## config.mk

```make
export PLATFORM = sky130hd
export DESIGN_NAME = atmTestCellChecker
export DESIGN_NICKNAME = d
export VERILOG_FILES = /design/src/rtl/atmTcPkg.sv /design/src/rtl/atmTcDatapath.sv /design/src/rtl/atmTcCtrl.sv /design/src/rtl/atmTestCellChecker.sv
export SDC_FILE = /design/constraint.sdc
export NUM_CORES = 1
export LEC_CHECK = 0
export ABC_CLOCK_PERIOD_IN_PS = 8800
export CORE_ASPECT_RATIO = 1.2
export CORE_MARGIN = 2
export CORE_UTILIZATION = 55
export CTS_CLUSTER_SIZE = 30
export DETAILED_ROUTE_END_ITERATION = 10
export HOLD_SLACK_MARGIN = 0.15
export PLACE_DENSITY = 0.84
export SYNTH_ARGS = -nofsm -noshare
export SYNTH_HDL_FRONTEND = slang
export SYNTH_SLANG_ARGS = --single-unit
```

## constraint.sdc

```tcl
create_clock -name clk -period 8.8 [get_ports clk]
set_clock_uncertainty 0.15 [all_clocks]
set_input_delay 1.32 -clock clk [delete_from_list [all_inputs] [get_ports clk]]
set_output_delay 1.32 -clock clk [all_outputs]
set_load 0.02 [all_outputs]
```

## src/rtl/atmTcPkg.sv

```systemverilog
package atmTcPkg;

  typedef enum logic [1:0] {
    ST_HUNT   = 2'd0,
    ST_VERIFY = 2'd1,
    ST_LOCKED = 2'd2
  } lockStateT;

  typedef struct packed {
    logic loadByte;
    logic checkByte;
    logic accumEn;
  } dpStrobeT;

endpackage

```

## src/rtl/atmTcDatapath.sv

```systemverilog
module atmTcDatapath
  import atmTcPkg::*;
#(
  parameter int PRBS_LEN = 15,
  parameter int PRBS_TAP = 14,
  parameter int ACC_W    = 16
) (
  input  logic             clk,
  input  logic             rstN,
  input  logic [7:0]       cellByte,
  input  dpStrobeT         strb,
  input  logic             rdAccum,
  output logic             byteErr,
  output logic [ACC_W-1:0] errAccum
);

  localparam logic [ACC_W:0] ACC_MAX = {1'b0, {ACC_W{1'b1}}};

  logic [PRBS_LEN-1:0] lfsr;
  logic [PRBS_LEN-1:0] advState;
  logic [7:0]          expByte;
  logic [7:0]          diff;
  logic [3:0]          errBits;
  logic [ACC_W:0]      accSum;

  always_comb begin
    logic [PRBS_LEN-1:0] t;
    logic                b;
    t = lfsr;
    expByte = '0;
    for (int i = 0; i < 8; i++) begin
      b = t[PRBS_LEN-1] ^ t[PRBS_TAP-1];
      expByte[7-i] = b;
      t = {t[PRBS_LEN-2:0], b};
    end
    advState = t;
  end

  always_comb begin
    diff = strb.checkByte ? (expByte ^ cellByte) : 8'h00;
    byteErr = |diff;
    errBits = '0;
    for (int i = 0; i < 8; i++) errBits = errBits + {3'b000, diff[i]};
  end

  always_comb begin
    accSum = rdAccum ? '0 : {1'b0, errAccum};
    if (strb.accumEn) accSum = accSum + {{(ACC_W-3){1'b0}}, errBits};
    if (accSum > ACC_MAX) accSum = ACC_MAX;
  end

  always_ff @(posedge clk) begin
    if (!rstN) begin
      lfsr     <= '0;
      errAccum <= '0;
    end else begin
      if (strb.loadByte)       lfsr <= {lfsr[PRBS_LEN-9:0], cellByte};
      else if (strb.checkByte) lfsr <= advState;
      errAccum <= accSum[ACC_W-1:0];
    end
  end

  a_r5_hold_when_idle: assert property (@(posedge clk) disable iff (!rstN)
    (!strb.accumEn && !rdAccum) |=> $stable(errAccum));

  a_r6_saturated_stays: assert property (@(posedge clk) disable iff (!rstN)
    (&errAccum && !rdAccum) |=> &errAccum);

  a_r7_read_leaves_one_byte: assert property (@(posedge clk) disable iff (!rstN)
    rdAccum |=> (errAccum <= ACC_W'(8)));

endmodule

```

## src/rtl/atmTcCtrl.sv

```systemverilog
module atmTcCtrl
  import atmTcPkg::*;
#(
  parameter int CELL_BYTES = 53,
  parameter int HDR_BYTES  = 4,
  parameter int PAY_START  = 5,
  parameter int PRBS_LEN   = 15,
  parameter int GOOD_RUN   = 16,
  parameter int LOSS_BYTES = 8,
  parameter int WIN_BYTES  = 64
) (
  input  logic                   clk,
  input  logic                   rstN,
  input  logic                   enable,
  input  logic [8*HDR_BYTES-1:0] hdrPattern,
  input  logic [7:0]             cellByte,
  input  logic                   cellValid,
  input  logic                   cellStart,
  input  logic                   byteErr,
  output dpStrobeT               strb,
  output logic                   prbsLock
);

  localparam int POS_W      = $clog2(CELL_BYTES + 1);
  localparam int LOAD_BYTES = (PRBS_LEN + 7) / 8;
  localparam int LOAD_W     = $clog2(LOAD_BYTES + 1);
  localparam int GOOD_W     = $clog2(GOOD_RUN + 1);
  localparam int BAD_W      = $clog2(LOSS_BYTES + 1);
  localparam int WIN_W      = $clog2(WIN_BYTES + 1);

  logic [POS_W-1:0]  pos, curIdx;
  logic [7:0]        hdrExp;
  logic              hdrOk, hdrByteOk, matchNow, isPayload;
  lockStateT         state;
  logic [LOAD_W-1:0] loadCnt;
  logic [GOOD_W-1:0] goodCnt;
  logic [BAD_W-1:0]  badCnt;
  logic [WIN_W-1:0]  winCnt;

  // cell position and header match
  always_comb begin
    curIdx = cellStart ? '0 : pos;
    hdrExp = '0;
    for (int i = 0; i < HDR_BYTES; i++)
      if (curIdx == POS_W'(i)) hdrExp = hdrPattern[8*(HDR_BYTES-1-i) +: 8];
    hdrByteOk = (cellByte == hdrExp);
    if (cellStart)                        matchNow = hdrByteOk;
    else if (curIdx < POS_W'(HDR_BYTES))  matchNow = hdrOk && hdrByteOk;
    else                                  matchNow = hdrOk;
    isPayload = enable && cellValid && !cellStart && hdrOk &&
                (curIdx >= POS_W'(PAY_START)) && (curIdx < POS_W'(CELL_BYTES));
  end

  always_ff @(posedge clk) begin
    if (!rstN) begin
      pos   <= POS_W'(CELL_BYTES);
      hdrOk <= 1'b0;
    end else if (cellValid) begin
      pos   <= (curIdx < POS_W'(CELL_BYTES)) ? curIdx + 1'b1 : POS_W'(CELL_BYTES);
      hdrOk <= matchNow;
    end
  end

  // strobes to the datapath
  always_comb begin
    strb.loadByte  = isPayload && (state == ST_HUNT);
    strb.checkByte = isPayload && (state != ST_HUNT);
    strb.accumEn   = isPayload && (state == ST_LOCKED);
  end

  assign prbsLock = (state == ST_LOCKED);

  // lock state machine
  always_ff @(posedge clk) begin
    if (!rstN || !enable) begin
      state   <= ST_HUNT;
      loadCnt <= '0;
      goodCnt <= '0;
      badCnt  <= '0;
      winCnt  <= '0;
    end else if (isPayload) begin
      unique case (state)
        ST_HUNT: begin
          if (loadCnt == LOAD_W'(LOAD_BYTES - 1)) begin
            state   <= ST_VERIFY;
            loadCnt <= '0;
            goodCnt <= '0;
          end else begin
            loadCnt <= loadCnt + 1'b1;
          end
        end
        ST_VERIFY: begin
          if (byteErr) begin
            state   <= ST_HUNT;
            loadCnt <= '0;
          end else if (goodCnt == GOOD_W'(GOOD_RUN - 1)) begin
            state  <= ST_LOCKED;
            badCnt <= '0;
            winCnt <= '0;
          end else begin
            goodCnt <= goodCnt + 1'b1;
          end
        end
        ST_LOCKED: begin
          if (byteErr && badCnt == BAD_W'(LOSS_BYTES - 1)) begin
            state   <= ST_HUNT;
            loadCnt <= '0;
          end else if (winCnt == WIN_W'(WIN_BYTES - 1)) begin
            winCnt <= '0;
            badCnt <= '0;
          end else begin
            winCnt <= winCnt + 1'b1;
            badCnt <= badCnt + {{(BAD_W-1){1'b0}}, byteErr};
          end
        end
        default: state <= ST_HUNT;
      endcase
    end
  end

  a_r9_disable_unlocks: assert property (@(posedge clk) disable iff (!rstN)
    !enable |=> !prbsLock);

  a_r4_lock_after_run: assert property (@(posedge clk) disable iff (!rstN)
    $rose(prbsLock) |-> $past(state == ST_VERIFY && goodCnt == GOOD_W'(GOOD_RUN - 1)
                              && strb.checkByte && !byteErr));

  a_r8_bad_below_limit: assert property (@(posedge clk) disable iff (!rstN)
    prbsLock |-> (badCnt < BAD_W'(LOSS_BYTES)));

  a_r2_single_action: assert property (@(posedge clk) disable iff (!rstN)
    $onehot0({strb.loadByte, strb.checkByte}));

endmodule

```

## src/rtl/atmTestCellChecker.sv

```systemverilog
module atmTestCellChecker
  import atmTcPkg::*;
#(
  parameter int CELL_BYTES = 53,
  parameter int HDR_BYTES  = 4,
  parameter int PAY_START  = 5,
  parameter int PRBS_LEN   = 15,
  parameter int PRBS_TAP   = 14,
  parameter int GOOD_RUN   = 16,
  parameter int LOSS_BYTES = 8,
  parameter int WIN_BYTES  = 64,
  parameter int ACC_W      = 16
) (
  input  logic                   clk,
  input  logic                   rstN,
  input  logic                   enable,
  input  logic [8*HDR_BYTES-1:0] hdrPattern,
  input  logic [7:0]             cellByte,
  input  logic                   cellValid,
  input  logic                   cellStart,
  input  logic                   rdAccum,
  output logic                   prbsLock,
  output logic [ACC_W-1:0]       errAccum
);

  dpStrobeT strb;
  logic     byteErr;

  atmTcCtrl #(
    .CELL_BYTES(CELL_BYTES), .HDR_BYTES(HDR_BYTES), .PAY_START(PAY_START),
    .PRBS_LEN(PRBS_LEN), .GOOD_RUN(GOOD_RUN), .LOSS_BYTES(LOSS_BYTES),
    .WIN_BYTES(WIN_BYTES)
  ) u_ctrl (
    .clk(clk), .rstN(rstN), .enable(enable), .hdrPattern(hdrPattern),
    .cellByte(cellByte), .cellValid(cellValid), .cellStart(cellStart),
    .byteErr(byteErr), .strb(strb), .prbsLock(prbsLock)
  );

  atmTcDatapath #(
    .PRBS_LEN(PRBS_LEN), .PRBS_TAP(PRBS_TAP), .ACC_W(ACC_W)
  ) u_dp (
    .clk(clk), .rstN(rstN), .cellByte(cellByte), .strb(strb),
    .rdAccum(rdAccum), .byteErr(byteErr), .errAccum(errAccum)
  );

endmodule

```

==> metrics.yaml <==
outcome: "finished clean"
hold_violations: 0
required_ns: 8.91
coreArea_um2: 6895
internal_power_mw: 0.4825
crit_arrival_ns: 7.70
start_kind: "input pin"
syn_area_per_cell_um2: 7.883
power_density_nw_per_um2: 130.1
drive_gt1_frac: 0.04635
post_cts_buffers: 0
worstSetupPathType: "input pin to register"
reg2reg_from: "u_ctrl.pos[0]"
synthDistinctLibCells: 59
hold_path.class: "register to register"
dieArea_um2: 7907
drtIter0Drc: 306
ys_top_cells_by_count: "dfxtp_1, a21oi_1, nor2_1"
slew_headroom: 0.5033
synthTopCellsByArea: "dfxtp_1, a21oi_1, ha_1, xor2_1, nor2_1"
row_count: 33
holdBufCountCts: 0
period_needed_ns: 7.586
synth.yosys.seq_area_share: 0.2928
wl_mm: 9.855
num_vias: 3947
clkTransAtPathRegs_ns: 0.07
instances_no_fill: 648
postPlaceCellArea_um2: 4602
yosysWarnings: 0
final_max_slew_viol_count: 0
pwr-share-comb: 0.110
cts_resized: 0
hold_ws_ns: 0.3089
numCtsBuffers: 9
synth_edf_count: 0
wl_per_cell_um: 15.21
routed_via_density: 6.091
track_usage: 0.2634
p_leak_nw: 1.930
syn2layout_area_growth_pct: 22.06
place_congestion: 0.8919
syn-instance-count: 503
power_frac_clock: 0.465
endpoint_kind: "register"
clock-root-buffer: "clkbuf_8"
io-pin-count: 63
hp-start: "u_dp.lfsr[4]"
utilization: 0.7019
post-synth-top-area-cell: "dfxtp_1"
worst_slew_pin_slew_ns: 0.7442
diodes: 0
setup_viol: 0
rsz0062_at_grt: "no"
async_flop_share: 0
grt_max_degree: 40
io_buffers: 62
nets: 627
cts.sinks: 58
die_h_um: 97.01
synth-seq-cells: 58
grt_antenna_before_repair: 0
r2r_slack_ns: 2.27
cts_htree_levels: 3
critPathLaunch: "cellStart"
gr-total-overflow: 0
fillers: 513
synth_top_area_frac: 0.2928
period_share: 0.8620
grt_pass1_wl_mm: 16.70
firstDrtPassIters: 5
yosys.cell_count.top_type: "dfxtp_1"
drcViolationCount: 0
dp.cells: 632
max_freq_ghz: 0.1318
maxCapViolCount: 0
hpwl_mm: 7.305
postLayoutCellArea_um2: 4840
path_max_fanout: 17
dieWidth_um: 81.51
clock_latency_ns: 0.34
ant_nets: 0
switchingPower_mw: 0.1472
cts_buffer_depth: 2
netlist_area_um2: 3965
syn-num-nets: 574
cts_tree: "built"
vdd_drop_max_uv: 82.32
seqPwrFrac: 0.426
setup-tns-final_ns: 0
ys.flop_type: "dfxtp_1"
swShare: 0.2338
first_global_vias: 3884
start_util: 0.5750
==> critical path, cell delays in order <==
cell and delay [ns]:
clkdlybuf4s50_1 0.57, nor2b_1 0.28, ha_1 0.55, o31ai_1 0.15, a2111oi_0 0.50, and3_1 0.26
ha_1 0.15, inv_1 0.06, fa_1 0.53, inv_1 0.05, fa_1 0.50, fa_1 0.46
inv_1 0.09, fa_1 0.45, fa_1 0.45, nor2b_1 0.20, o21a_1 0.14, o2111ai_1 0.29
inv_1 0.21, nand4_1 0.31, o21ai_0 0.18
==> power by group through the flow <==
stage	sequential [mW]	clock, mW	combinational [mW]
4_1_cts	0.268	0.296	0.0687
2_1_floorplan	0.272	0	0.0382
3_5_place_dp	0.274	0	0.0686
3_3_place_gp	0.274	0	0.0670
6_report	0.268	0.293	0.0690
5_1_grt	0.268	0.307	0.0755
==> cell usage in the layout (no fill, tap or decap), drive strengths merged, types with 3 or more instances in the layout <==
cell           instances
clkdlybuf4s50         62
dfxtp                 58
a21oi                 53
nor2                  42
nand2                 41
inv                   28
xor2                  27
nor2b                 22
nor3                  20
ha                    20
o21ai                 20
xnor2                 14
nand2b                12
clkbuf                12
nand3                 11
and3                  10
nand4                  7
a221oi                 7
or3                    6
o22ai                  6
o31ai                  5
o311ai                 5
or4                    5
fa                     5
a21o                   5
and2                   4
o211ai                 4
nand4b                 4
mux2i                  4
o41ai                  4
a31oi                  3
==> sequential cells by signal (all words and copies together), names as in the netlist <==
register / flops
u_ctrl.state: 2
u_ctrl.loadCnt: 2
u_dp.errAccum: 16
u_ctrl.winCnt: 7
u_dp.lfsr: 15
u_ctrl.badCnt: 4
u_ctrl.goodCnt: 5
u_ctrl.hdrOk: 1
u_ctrl.pos: 6
==> per-layer routing <==
metal / vias to the layer above / GRT usage / share of wire
met5: - / 0 / 0
met2: 151 / 0.4508 / 0.50
li1: 1900 / - / -
met4: 0 / 0.1226 / 0.031
met3: 29 / 0.05037 / 0.057
met1: 1867 / 0.3078 / 0.41
==> final cells by class <==
type / instances / area (um2) / share of cell area
multi-input combinational: 395 / 2591 / 0.5354
tap: 87 / 108.9 / 0.02249
timing repair buffer: 64 / 635.6 / 0.1313
inverter: 28 / 105.1 / 0.02172
clock inverter: 4 / 72.57 / 0.01499
sequential: 58 / 1161 / 0.2399
clock buffer: 12 / 165.2 / 0.03413
==> kinds of logic (layout without fill, tap and decap cells) <==
| kind of cell | count (synthesis) | after routing | synth area share |
|---|---|---|---|
| adder cells (fa/ha/maj) | 25 | 25 | 0.08836 |
| AO/OA/AOI/OAI | 132 | 132 | 0.2155 |
| multiplexers | 4 | 4 | 0.01010 |
| flip-flops | 58 | 58 | 0.2928 |
| XOR/XNOR | 41 | 41 | 0.09057 |
| AND/OR/NAND/NOR | 193 | 193 | 0.2490 |
| buffers and inverters | 50 | 108 | 0.05364 |
==> final timing paths <==
kind	endpoint	depth (start not counted)
worst min register to register	u_dp.lfsr[12]	2
worst max-delay path	u_dp.errAccum[15]	21
worst max register to register	u_dp.errAccum[15]	20
worst min-delay path	u_dp.lfsr[12]	2
==> per-stage QoR <==
| stage | power [mW] | setup WS, ns |
|---|---|---|
| 3_3_place_gp | 0.3408 | 1.223 |
| 6_report | 0.6297 | 1.214 |
| 2_1_floorplan | 0.3105 | 1.826 |
| 3_5_place_dp | 0.3425 | 0.8862 |
| 5_1_grt | 0.6504 | 0.6594 |
| 4_1_cts | 0.6322 | 1.242 |
No activity file was read; power rests on OpenSTA's default activity.
